**src/rtl/updn_pkg.sv**
```systemverilog
package updn_pkg;
  typedef enum logic [1:0] {
    MODE_HOLD = 2'b00,
    MODE_DEC  = 2'b01,
    MODE_INC  = 2'b10,
    MODE_LOAD = 2'b11
  } mode_e;
endpackage

```
**src/rtl/updn_mode_dec.sv**
```systemverilog
module updn_mode_dec
  import updn_pkg::*;
(
  input  logic  up,
  input  logic  down,
  output mode_e mode
);
  always_comb begin
    unique case ({up, down})
      2'b11:   mode = MODE_LOAD;
      2'b10:   mode = MODE_INC;
      2'b01:   mode = MODE_DEC;
      default: mode = MODE_HOLD;
    endcase
  end
endmodule

```
**src/rtl/updn_step.sv**
```systemverilog
module updn_step
  import updn_pkg::*;
#(
  parameter int WIDTH = 9
) (
  input  mode_e            mode,
  input  logic [WIDTH-1:0] cur,
  input  logic [WIDTH-1:0] preset,
  output logic [WIDTH-1:0] nxt,
  output logic             wrap_hi,
  output logic             wrap_lo
);
  localparam logic [WIDTH-1:0] TOP  = {WIDTH{1'b1}};
  localparam logic [WIDTH-1:0] ZERO = '0;
  localparam logic [WIDTH-1:0] ONE  = WIDTH'(1);

  always_comb begin
    nxt     = cur;
    wrap_hi = 1'b0;
    wrap_lo = 1'b0;
    unique case (mode)
      MODE_LOAD: nxt = preset;
      MODE_INC: begin
        nxt     = cur + ONE;
        wrap_hi = (cur == TOP);
      end
      MODE_DEC: begin
        nxt     = cur - ONE;
        wrap_lo = (cur == ZERO);
      end
      default: nxt = cur;
    endcase
  end
endmodule

```
**src/rtl/updn_parity.sv**
```systemverilog
module updn_parity #(
  parameter int WIDTH = 9
) (
  input  logic [WIDTH-1:0] value,
  output logic             odd
);
  logic [WIDTH-1:0] chain;

  assign chain[0] = value[0];
  for (genvar i = 1; i < WIDTH; i++) begin : g_chain
    assign chain[i] = chain[i-1] ^ value[i];
  end
  assign odd = chain[WIDTH-1];
endmodule

```
**src/rtl/updn_counter.sv**
```systemverilog
module updn_counter
  import updn_pkg::*;
#(
  parameter int WIDTH = 9
) (
  input  logic             clk,
  input  logic [WIDTH-1:0] data_in,
  input  logic             up,
  input  logic             down,
  output logic [WIDTH-1:0] count,
  output logic             carry_out,
  output logic             borrow_out,
  output logic             parity_out
);
  mode_e            mode;
  logic [WIDTH-1:0] nxt;
  logic             wrap_hi;
  logic             wrap_lo;

  updn_mode_dec u_dec (
    .up   (up),
    .down (down),
    .mode (mode)
  );

  updn_step #(.WIDTH(WIDTH)) u_step (
    .mode    (mode),
    .cur     (count),
    .preset  (data_in),
    .nxt     (nxt),
    .wrap_hi (wrap_hi),
    .wrap_lo (wrap_lo)
  );

  always_ff @(posedge clk) begin
    count      <= nxt;
    carry_out  <= wrap_hi;
    borrow_out <= wrap_lo;
  end

  updn_parity #(.WIDTH(WIDTH)) u_par (
    .value (count),
    .odd   (parity_out)
  );
endmodule

```
**config.mk**
```make
export PLATFORM = sky130hd
export DESIGN_NAME = updn_counter
export DESIGN_NICKNAME = d
export VERILOG_FILES = /design/src/rtl/updn_pkg.sv /design/src/rtl/updn_mode_dec.sv /design/src/rtl/updn_step.sv /design/src/rtl/updn_parity.sv /design/src/rtl/updn_counter.sv
export SDC_FILE = /design/constraint.sdc
export NUM_CORES = 1
export LEC_CHECK = 0
export ABC_CLOCK_PERIOD_IN_PS = 7400
export BUFFER_PORTS_ARGS = -buffer_cell sky130_fd_sc_hd__buf_4
export CAP_MARGIN = 20
export CORE_ASPECT_RATIO = 1.4
export CORE_MARGIN = 2
export CORE_UTILIZATION = 25
export CTS_CLUSTER_DIAMETER = 200
export CTS_CLUSTER_SIZE = 8
export DETAILED_ROUTE_END_ITERATION = 8
export HOLD_SLACK_MARGIN = 0.15
export SYNTH_ARGS = -nofsm -noshare
export SYNTH_HDL_FRONTEND = slang
export SYNTH_SLANG_ARGS = --single-unit
```
**constraint.sdc**
```tcl
create_clock -name clk -period 7.4 [get_ports clk]
set_input_delay 1.48 -clock clk [delete_from_list [all_inputs] [get_ports clk]]
set_output_delay 1.48 -clock clk [all_outputs]
set_load 0.01 [all_outputs]
```
==> impl_metrics.csv <==
group,metric,value,unit
placement,gp_congestion,0.8106,
sta,fin_skew,1.742,ps
global_routing,use_met3,0.01550,
placement,post_dp_cell_area,1299,um2
cts,post_cts_buffers,0,
pwr,ir_drop,0.1099,mV
global_routing,use_met2,0.1789,
placement,port_buffers,23,
setup_path,critical_path.slowest_cell,"ha_1",
cts,root_buffer,"clkbuf_8",
min_path,hold_path_end,"borrow_out$_SDFF_PP0_",
global_routing,grt_pass1_vias,924,
setup_path,reg2reg_depth,7,
cts,htree_levels,1,
min_path,worstHoldStart,"count[7]$_DFFE_PP_",
global_routing,track_usage,0.1151,
finish,diodes,0,
logic_synthesis,synth_nets,139,
logic_synthesis,synthArstFlopShare,0,
setup_path,start_kind,"primary input",
detailed_routing,routedWlPerCell,13.11,um
sta,period_share,0.5225,
cts,cts_tree,"done",
setup_path,critPathTopFamily,"adder cells",
setup_path,critPathCaptureType,"flip-flop",
logic_synthesis,synth_seq_area_share,0.2725,
setup_path,path_class,"primary input to flip-flop",
sta,fin_crit,3866,ps
global_routing,grt_max_degree,24,
sta,tightest_slew,846.9,ps
detailed_routing,drcViolationCount,0,
logic_synthesis,postSynthAreaPerCell,9.488,um2
finish,fillers,487,
logic_synthesis,synth_top_flop_cell,"edfxtp_1",
sta,setup_viol,0,
pwr,pwr_density_cell,248.5,nW/um2
floorplanning,start_util,0.2551,
cts,holdBufCountCts,0,
cts,cts_resized,0,
setup_path,r2r_end,"count[6]$_DFFE_PP_",
sta,slew_headroom,0.4354,
pwr,p_leak,0.5253,nW
global_routing,antenna_found_initial,0,
detailed_routing,drt_iter0_markers,26,
logic_synthesis,syn_inst,120,
floorplanning,pin_count,24,
global_routing,busiest_layer,"met2",
cts,cts_sinks,11,
cts,clk_path_buf_depth,2,
min_path,hold_depth,1,
logic_synthesis,yosys_warnings,0,
finish,final_common_cell,"buf_4",
detailed_routing,via_per_inst,4.707,
finish,final_nets,156,
sta,final_max_slew_viol_count,0,
floorplanning,row_count,29,
setup_path,crit_chain,"buf_4 -> inv_1 -> ha_1 -> xor2_1 -> ha_1 -> nor3b_1 -> o21ai_2 -> a211oi_1 -> or4_1 -> a31oi_1",
global_routing,overflow,0,
logic_synthesis,yosysUniqueCellTypes,49,
placement,dp_hpwl,1.888,mm
detailed_routing,routed_wl,2.595,mm
sta,hold_violations,0,
cts,clkTransAtPathRegs,60,ps
floorplanning,core,4463,um2
sta,grt_setup_unrepaired,"no",
outcome,outcome,"finished, final reports clean",
global_routing,grt_first_pass_wirelength,4.547,mm
finish,fin_area,1344,um2
setup_path,r2r_start,"count[1]$_DFFE_PP_",
setup_path,cp.arrival,3960,ps
detailed_routing,vias,932,
cts,clock_latency,240,ps
setup_path,cp_num_buf_inv,2,
global_routing,grt_use_met1,0.1612,
logic_synthesis,synth_area,1139,um2
setup_path,max_stage_delay,720,ps
finish,drive_gt1_frac,0.2647,
floorplanning,die_x,61.04,um
floorplanning,die_h,83.85,um
setup_path,crit_fanout,23,
finish,fin_util,0.3011,
detailed_routing,drt_pass1_iterations,4,
sta,max_clock_freq,258.7,MHz
cts,cts_buffers,3,
pwr,power,333.9,uW
setup_path,cp_common_cell,"ha_1",
detailed_routing,antenna_left,0,
sta,holdWs,649.9,ps
run,drv_cap,0,
floorplanning,dieArea,5118,um2
setup_path,crit_required,7490,ps
logic_synthesis,ys_ff_latch,11,
min_path,hold_class,"flip-flop to flip-flop",
finish,synthToLayoutAreaGrowth,18.02,%
finish,mostFrequentLayoutCells,"buf_4, xnor2_1, nor2_1",
logic_synthesis,synth-edff-count,9,
sta,setup_tns,0,ps
setup_path,r2r_slack,5070,ps
==> cell families (layout without fill, tap and decap cells) <==
group,Yosys count,count (layout),share of synthesized area
AND/OR/NAND/NOR,33,33,0.1670
XOR/XNOR,16,16,0.1231
buffers and inverters,17,33,0.09889
flip-flops,11,11,0.2725
adder cells (fa/ha/maj),7,7,0.07692
multiplexers,3,3,0.02857
AO/OA/AOI/OAI,33,33,0.2330
==> cells in the mapped netlist, types with 2 or more instances <==
| master | n | area (um2) |
|---|---|---|
| dfxtp_1 | 2 | 40.04 |
| buf_2 | 2 | 10.01 |
| xnor2_1 | 12 | 105.1 |
| a21oi_1 | 8 | 40.04 |
| edfxtp_1 | 9 | 270.3 |
| nand2_1 | 2 | 7.510 |
| o21ai_0 | 3 | 15.01 |
| ha_1 | 7 | 87.58 |
| buf_4 | 2 | 15.01 |
| buf_6 | 4 | 45.04 |
| a211oi_2 | 2 | 25.02 |
| xor2_1 | 4 | 35.03 |
| inv_1 | 6 | 22.52 |
| o31a_1 | 2 | 17.52 |
| a211oi_1 | 2 | 15.01 |
| o21ai_2 | 2 | 17.52 |
| nor3_1 | 2 | 10.01 |
| nor3b_1 | 2 | 15.01 |
| nor2_1 | 11 | 41.29 |
| o311ai_1 | 2 | 17.52 |
| nand3_1 | 5 | 25.02 |
| mux2_2 | 2 | 22.52 |
==> sequential cells by signal, indices dropped and copies added, names as in the netlist <==
name and count:
count 9, borrow_out 1, carry_out 1
==> per-stage QoR <==
stage | worst slack [ps] | std cells
finish | 3534 | 198
floorplan | 3752 | 120
detailed placement | 3283 | 194
global route | 3279 | 198
global placement | 3380 | 194
CTS | 3521 | 198
==> power breakdown <==
group          leakage [nW]  switching, mW  internal, mW
Sequential            0.107         0.0372        0.0821
Combinational         0.395         0.0678        0.0829
Clock                0.0228         0.0259        0.0381
Total                 0.525          0.131         0.203
==> final cells by class <==
type | count | area (um2) | share of cell area
sequential | 11 | 310.3 | 0.2309
timing repair buffer | 23 | 172.7 | 0.1285
clock buffer | 4 | 45.04 | 0.03352
multi-input combinational | 92 | 715.7 | 0.5326
tap | 62 | 77.57 | 0.05773
inverter | 6 | 22.52 | 0.01676
==> metal layers <==
metal	wire [um]	vias to the layer above
li1	-	469
met5	0	-
met1	1194	442
met3	68	5
met4	36	0
met2	1296	16
==> worst max-delay path by stage <==
stage / to / startpoint / slack, ps / cells after the start
global route: count[6]$_DFFE_PP_ / up / 3280 / 10
global placement: count[6]$_DFFE_PP_ / up / 3380 / 10
detailed placement: count[6]$_DFFE_PP_ / up / 3280 / 10
CTS: count[6]$_DFFE_PP_ / up / 3520 / 10
finish: count[6]$_DFFE_PP_ / up / 3530 / 10
floorplan: count[6]$_DFFE_PP_ / up / 3750 / 11
Note: power is estimated with default switching activity, not from simulation.
